<file path="config.mk">
export PLATFORM = sky130hd
export DESIGN_NAME = i2c_reg_target
export DESIGN_NICKNAME = d
export VERILOG_FILES = /design/src/rtl/i2c_tgt_pkg.sv /design/src/rtl/i2c_tgt_line_sync.sv /design/src/rtl/i2c_tgt_ptr.sv /design/src/rtl/i2c_tgt_ctrl.sv /design/src/rtl/i2c_reg_target.sv
export SDC_FILE = /design/constraint.sdc
export NUM_CORES = 1
export LEC_CHECK = 0
export BUFFER_PORTS_ARGS = -buffer_cell sky130_fd_sc_hd__clkbuf_2
export CAP_MARGIN = 20
export CORE_ASPECT_RATIO = 0.8
export CORE_MARGIN = 5
export CORE_UTILIZATION = 40
export DETAILED_ROUTE_END_ITERATION = 12
export GPL_TIMING_DRIVEN = 0
export HOLD_SLACK_MARGIN = 0.03
export PLACE_DENSITY = 0.58
export REMOVE_ABC_BUFFERS = 1
export SLEW_MARGIN = 20
export SYNTH_ARGS = -nofsm -noshare
export SYNTH_HDL_FRONTEND = slang
export SYNTH_SLANG_ARGS = --single-unit
</file>
<file path="constraint.sdc">
create_clock -name clk -period 2.2 [get_ports clk]
set_input_delay 0.11 -clock clk [delete_from_list [all_inputs] [get_ports clk]]
set_output_delay 0.11 -clock clk [all_outputs]
set_load 0.01 [all_outputs]
</file>
<file path="src/rtl/i2c_tgt_pkg.sv">
package i2c_tgt_pkg;
    typedef enum logic [3:0] {
        ST_IDLE,
        ST_RX_ADDR,
        ST_ACK_ADDR,
        ST_RX_PHI,
        ST_ACK_PHI,
        ST_RX_PLO,
        ST_ACK_PLO,
        ST_RX_DATA,
        ST_ACK_DATA,
        ST_TX_DATA,
        ST_MACK
    } tgt_state_e;
endpackage

</file>
<file path="src/rtl/i2c_tgt_line_sync.sv">
module i2c_tgt_line_sync #(
    parameter int STAGES = 2
) (
    input  logic clk,
    input  logic rst_n,
    input  logic scl_i,
    input  logic sda_i,
    output logic scl_s,
    output logic sda_s,
    output logic scl_rise,
    output logic scl_fall,
    output logic start_det,
    output logic stop_det
);
    // STAGES synchronizer flops plus one history flop per line
    logic [STAGES:0] scl_sh;
    logic [STAGES:0] sda_sh;
    logic            scl_p;
    logic            sda_p;

    always_ff @(posedge clk or negedge rst_n) begin
        if (!rst_n) begin
            scl_sh <= '1;
            sda_sh <= '1;
        end else begin
            scl_sh <= {scl_sh[STAGES-1:0], scl_i};
            sda_sh <= {sda_sh[STAGES-1:0], sda_i};
        end
    end

    assign scl_s     = scl_sh[STAGES-1];
    assign sda_s     = sda_sh[STAGES-1];
    assign scl_p     = scl_sh[STAGES];
    assign sda_p     = sda_sh[STAGES];
    assign scl_rise  = scl_s & ~scl_p;
    assign scl_fall  = ~scl_s & scl_p;
    assign start_det = scl_s & scl_p & sda_p & ~sda_s;
    assign stop_det  = scl_s & scl_p & ~sda_p & sda_s;
endmodule

</file>
<file path="src/rtl/i2c_tgt_ptr.sv">
module i2c_tgt_ptr #(
    parameter int BW = 8
) (
    input  logic            clk,
    input  logic            rst_n,
    input  logic            load_hi,
    input  logic            load_lo,
    input  logic            inc,
    input  logic [BW-1:0]   din,
    output logic [2*BW-1:0] ptr
);
    localparam int AW = 2 * BW;

    always_ff @(posedge clk or negedge rst_n) begin
        if (!rst_n)       ptr <= '0;
        else if (load_hi) ptr[AW-1:BW] <= din;
        else if (load_lo) ptr[BW-1:0] <= din;
        else if (inc)     ptr <= ptr + 1'b1;
    end
endmodule

</file>
<file path="src/rtl/i2c_tgt_ctrl.sv">
module i2c_tgt_ctrl
    import i2c_tgt_pkg::*;
#(
    parameter logic [6:0] DEV_ADDR = 7'h2A,
    parameter int         BW       = 8
) (
    input  logic          clk,
    input  logic          rst_n,
    input  logic          sda_s,
    input  logic          scl_rise,
    input  logic          scl_fall,
    input  logic          start_det,
    input  logic          stop_det,
    input  logic [BW-1:0] rdata,
    output logic          sda_oe,
    output logic          wr_stb,
    output logic [BW-1:0] wdata,
    output logic          ld_hi,
    output logic          ld_lo,
    output logic          ptr_inc
);
    localparam int CW = $clog2(BW + 1);

    tgt_state_e    state, nxt;
    logic [BW-1:0] shreg;
    logic [CW-1:0] cnt;
    logic          nack_q;
    logic          done;
    logic          rx_st;
    logic          rd_go;
    logic          rd_more;

    assign done    = (cnt == CW'(BW));
    assign rx_st   = (state == ST_RX_ADDR) || (state == ST_RX_PHI) ||
                     (state == ST_RX_PLO)  || (state == ST_RX_DATA);
    assign rd_go   = (state == ST_ACK_ADDR) && scl_fall && shreg[0];
    assign rd_more = (state == ST_MACK) && scl_fall && !nack_q;

    // state register
    always_ff @(posedge clk or negedge rst_n) begin
        if (!rst_n) state <= ST_IDLE;
        else        state <= nxt;
    end

    // next state
    always_comb begin
        nxt = state;
        if (stop_det) begin
            nxt = ST_IDLE;
        end else if (start_det) begin
            nxt = ST_RX_ADDR;
        end else begin
            unique case (state)
                ST_IDLE:     nxt = ST_IDLE;
                ST_RX_ADDR:  if (scl_fall && done)
                                 nxt = (shreg[BW-1:1] == DEV_ADDR) ? ST_ACK_ADDR : ST_IDLE;
                ST_ACK_ADDR: if (scl_fall) nxt = shreg[0] ? ST_TX_DATA : ST_RX_PHI;
                ST_RX_PHI:   if (scl_fall && done) nxt = ST_ACK_PHI;
                ST_ACK_PHI:  if (scl_fall) nxt = ST_RX_PLO;
                ST_RX_PLO:   if (scl_fall && done) nxt = ST_ACK_PLO;
                ST_ACK_PLO:  if (scl_fall) nxt = ST_RX_DATA;
                ST_RX_DATA:  if (scl_fall && done) nxt = ST_ACK_DATA;
                ST_ACK_DATA: if (scl_fall) nxt = ST_RX_DATA;
                ST_TX_DATA:  if (scl_fall && cnt == CW'(BW - 1)) nxt = ST_MACK;
                ST_MACK:     if (scl_fall) nxt = nack_q ? ST_IDLE : ST_TX_DATA;
                default:     nxt = ST_IDLE;
            endcase
        end
    end

    // shift register, bit counter, host acknowledge
    always_ff @(posedge clk or negedge rst_n) begin
        if (!rst_n) begin
            shreg  <= '0;
            cnt    <= '0;
            nack_q <= 1'b1;
        end else if (start_det || stop_det) begin
            cnt <= '0;
        end else if (rx_st) begin
            if (scl_rise && !done) begin
                shreg <= {shreg[BW-2:0], sda_s};
                cnt   <= cnt + 1'b1;
            end else if (scl_fall && done) begin
                cnt <= '0;
            end
        end else if (rd_go || rd_more) begin
            shreg <= rdata;
            cnt   <= '0;
        end else if (state == ST_TX_DATA && scl_fall) begin
            shreg <= {shreg[BW-2:0], 1'b0};
            cnt   <= cnt + 1'b1;
        end else if (state == ST_MACK && scl_rise) begin
            nack_q <= sda_s;
        end
    end

    // outputs
    always_comb begin
        sda_oe  = (state == ST_ACK_ADDR) || (state == ST_ACK_PHI) ||
                  (state == ST_ACK_PLO)  || (state == ST_ACK_DATA) ||
                  ((state == ST_TX_DATA) && !shreg[BW-1]);
        wr_stb  = (state == ST_RX_DATA) && scl_fall && done;
        ld_hi   = (state == ST_RX_PHI) && scl_fall && done;
        ld_lo   = (state == ST_RX_PLO) && scl_fall && done;
        ptr_inc = wr_stb || rd_go || rd_more;
        wdata   = shreg;
    end
endmodule

</file>
<file path="src/rtl/i2c_reg_target.sv">
module i2c_reg_target #(
    parameter logic [6:0] DEV_ADDR    = 7'h2A,
    parameter int         BYTE_W      = 8,
    parameter int         SYNC_STAGES = 2
) (
    input  logic                  clk,
    input  logic                  rst_n,
    input  logic                  scl_i,
    input  logic                  sda_i,
    output logic                  sda_oe,
    output logic [2*BYTE_W-1:0]   reg_addr,
    output logic [BYTE_W-1:0]     reg_wdata,
    output logic                  reg_we,
    input  logic [BYTE_W-1:0]     reg_rdata
);
    logic scl_s, sda_s, scl_rise, scl_fall, start_det, stop_det;
    logic ld_hi, ld_lo, ptr_inc;

    i2c_tgt_line_sync #(.STAGES(SYNC_STAGES)) u_sync (
        .clk(clk), .rst_n(rst_n), .scl_i(scl_i), .sda_i(sda_i),
        .scl_s(scl_s), .sda_s(sda_s), .scl_rise(scl_rise), .scl_fall(scl_fall),
        .start_det(start_det), .stop_det(stop_det)
    );

    i2c_tgt_ctrl #(.DEV_ADDR(DEV_ADDR), .BW(BYTE_W)) u_ctrl (
        .clk(clk), .rst_n(rst_n), .sda_s(sda_s), .scl_rise(scl_rise),
        .scl_fall(scl_fall), .start_det(start_det), .stop_det(stop_det),
        .rdata(reg_rdata), .sda_oe(sda_oe), .wr_stb(reg_we), .wdata(reg_wdata),
        .ld_hi(ld_hi), .ld_lo(ld_lo), .ptr_inc(ptr_inc)
    );

    i2c_tgt_ptr #(.BW(BYTE_W)) u_ptr (
        .clk(clk), .rst_n(rst_n), .load_hi(ld_hi), .load_lo(ld_lo),
        .inc(ptr_inc), .din(reg_wdata), .ptr(reg_addr)
    );
endmodule

</file>
==> results.toml <==
[timing]
rsz0062_at_grt = "false"
setup_viol = 0
fin_crit_ps = 2070
timing.final.ws_setup_ps = 125
final.setup.tns_ps = 0
timing.hold.ws_ps = 98.3
max_freq_ghz = 0.482
max_slew.worst_pin.slew_ps = 897
slew_violations = 0
relSlewSlack_pct = 40.2
min_period_over_period_pct = 94.3
skew_ps = 9.22
hold_viol_final = 0

[setup_path]
r2r_end = "u_ptr.ptr[10]"
cp.depth = 7
cp.arrival_ps = 2280
crit_chain = "inv_1 > ha_1 > nand3b_4 > nor3_4 > o21ai_4 > mux2_1 > a21o_1"
r2r_cells = 7
rrSetupSlack_ps = 130
path_delay_family = "compound AO/OA/AOI/OAI gates"
required_ps = 2400
path_max_fanout = 17
rr_startpoint = "u_ctrl.cnt[0]"
path_buf_inv = 1
crit_path_start_kind = "register"
critical_path_class = "reg -> reg"
critPathMaxStageDelay_ps = 450
slowest_stage = "o21ai_4"
endpoint_kind = "register"

[detailed_routing]
drt_iter0_drc = 155
drc_errors = 0
drtPass1Iterations = 5
post_drt_wl_per_cell_um = 16.3
antenna_left = 0
vias = 2280
vias_per_cell = 5.71
wl_um = 6510

[final_layout]
antenna_cells = 0
syn2layout_area_growth_pct = 19.6
instances_no_fill = 399
final_util_pct = 48.5
fin_area_um2 = 3040
final_cell_mix = "clkbuf_2 (36), dfrtp_1 (29), nor2_1 (26)"
final_common_cell = "clkbuf_2"
layout.nets = 329
drive_gt1_share_pct = 27.0

[floorplanning]
core_area_um2 = 6280
die-area_um2 = 8070
io_pins = 38
fp.dieH_um = 81.3
num_rows = 26
start_util_pct = 40.5
die_w_um = 99.2

[pwr]
p_leak_nw = 1.33
p_per_area_nw_per_um2 = 1160
p_total_mw = 3.53
vdd_drop_max_v = 0.000555

[cts]
h-tree-depth = 2
cts_max_path_buffers = 2
cts_tree = "yes"
cts_made_buffers = 5
clk_pin_slew_ps = 90
worstSkewPairLatency_ps = 300
clock_sinks = 39
cts_root_buf = "clkbuf_8"

[min_path]
worst_hold_path_type = "in -> reg"
min_to = "u_ctrl.wdata[6]"
holdCritStartpoint = "reg_rdata[6]"
min_path_cells = 3

[synthesis]
seq_area_frac_synth_pct = 38.7
avgSynthCellArea_um2 = 9.50
synth_top_area_share_pct = 31.5
synth_cell_types = 58
netlist_instances = 268
synth-warning-count = 0
ys.flop_type = "dfrtp_1"
synth.area.mux_share_pct = 8.26
synth_edf_count = 0
synth-async-reset-ratio_pct = 100
synth_top_family_by_area = "simple AND/OR/NAND/NOR gates"
synthXorXnorAreaFrac_pct = 2.06
synth_top_cells_by_area = "dfrtp_1 (31%), dfstp_2 (7.2%), mux2i_1 (4.7%)"
synth-compound-area-share_pct = 21.4
synth-seq-cells = 39
netlist_area_um2 = 2540
synth-simple-area-share_pct = 23.4
yosysTopAreaCell = "dfrtp_1"
synth_fa_ha_area_share_pct = 1.47

[status]
outcome = "finished clean"

[grt]
grt_util_all_layers_pct = 16.6
grt_pass1_wl_um = 10600
antenna_found_initial = 0
grt_pass1_vias = 2042
gr-total-overflow = 0
grt_max_degree = 40

[place]
place_congestion = 0.821
placed_area_um2 = 2750
portBuffers = 37
dpl_worst_slack_ps = -308
numPlacedInstances = 376
post-dp-hpwl_um = 4480

[run]
maxCapViolCount = 0
## worst register-to-register path, cell delays in order (launching register included)
cell and delay [ps]:
dfrtp_1 420, inv_1 60, ha_1 240, nand3b_4 160
nor3_4 80, o21ai_4 450, mux2_1 380, a21o_1 180
## power breakdown
group / switching [mW] / total (mW) / leakage (nW) / internal [mW]
sequential: 0.485 / 1.43 / 0.469 / 0.949
clock: 0.285 / 0.623 / 0.0581 / 0.338
combinational: 0.809 / 1.47 / 0.804 / 0.660
## synth_stat cells (3+ instances only)
cell type,count
ha_1,3
inv_1,9
a21o_1,8
xor2_1,6
nor2_1,26
nand3_1,10
mux2i_1,12
o21ai_0,9
nand2_1,24
a21oi_1,13
o21ai_1,5
o22ai_1,4
nand4_1,8
nor2b_1,3
buf_6,3
o211ai_1,4
a31oi_1,3
buf_2,9
dfrtp_1,32
a32oi_1,3
o31ai_1,8
mux2_1,6
and4_1,4
dfstp_2,7
nand2b_1,5
## flip-flops by register name (all words and copies together), names as in the netlist
signal         flops
u_ptr.ptr         16
u_ctrl.wdata       8
u_ctrl.state       4
u_ctrl.cnt         4
u_sync.sda_sh      3
u_ctrl.nack_q      1
u_sync.scl_sh      3
## layer usage
metal / track usage (%) / routed length, µm / vias to the layer above
met4: 4.91 / 72 / 0
met1: 24.6 / 3230 / 1116
met2: 24.0 / 2830 / 58
li1: - / - / 1098
met3: 3.86 / 372 / 8
met5: 0 / 0 / -
## worst max path at each step
| stage | startpoint | to |
|---|---|---|
| 6_report | u_ctrl.cnt[0] | u_ptr.ptr[10] |
| 5_1_grt | u_sync.scl_sh[2] | u_ctrl.state[0] |
| 4_1_cts | u_ctrl.cnt[0] | u_ptr.ptr[10] |
| 3_5_place_dp | u_sync.scl_sh[2] | u_ptr.ptr[10] |
| 3_3_place_gp | u_sync.scl_sh[2] | u_ptr.ptr[10] |
| 2_1_floorplan | u_ctrl.state[0] | u_ptr.ptr[6] |
## logic make-up after synthesis
logic type      count (synthesis)
mux                            20
simple gates                  105
fa+ha+maj                       3
flops                          39
xor+xnor                        6
compound gates                 73
buf+inv                        22
## cell type report
class,instances,area (µm²)
Clock buffer,5,68.8
Tap cell,84,105
Inverter,9,33.8
Timing Repair Buffer,52,330
Fill cell,609,3240
Multi-Input combinational cell,207,1470
Clock inverter,3,43.8
Sequential cell,39,988
## timing repair
item                                   4_1_cts  5_1_grt
pin swaps                                    3        3
gates resized for setup                      7        2
endpoints found under the hold margin       34        0
hold buffers                                 3        0
setup buffers                                3        9
setup endpoints to repair                   31       10
Note: power is estimated with default switching activity, not from simulation.
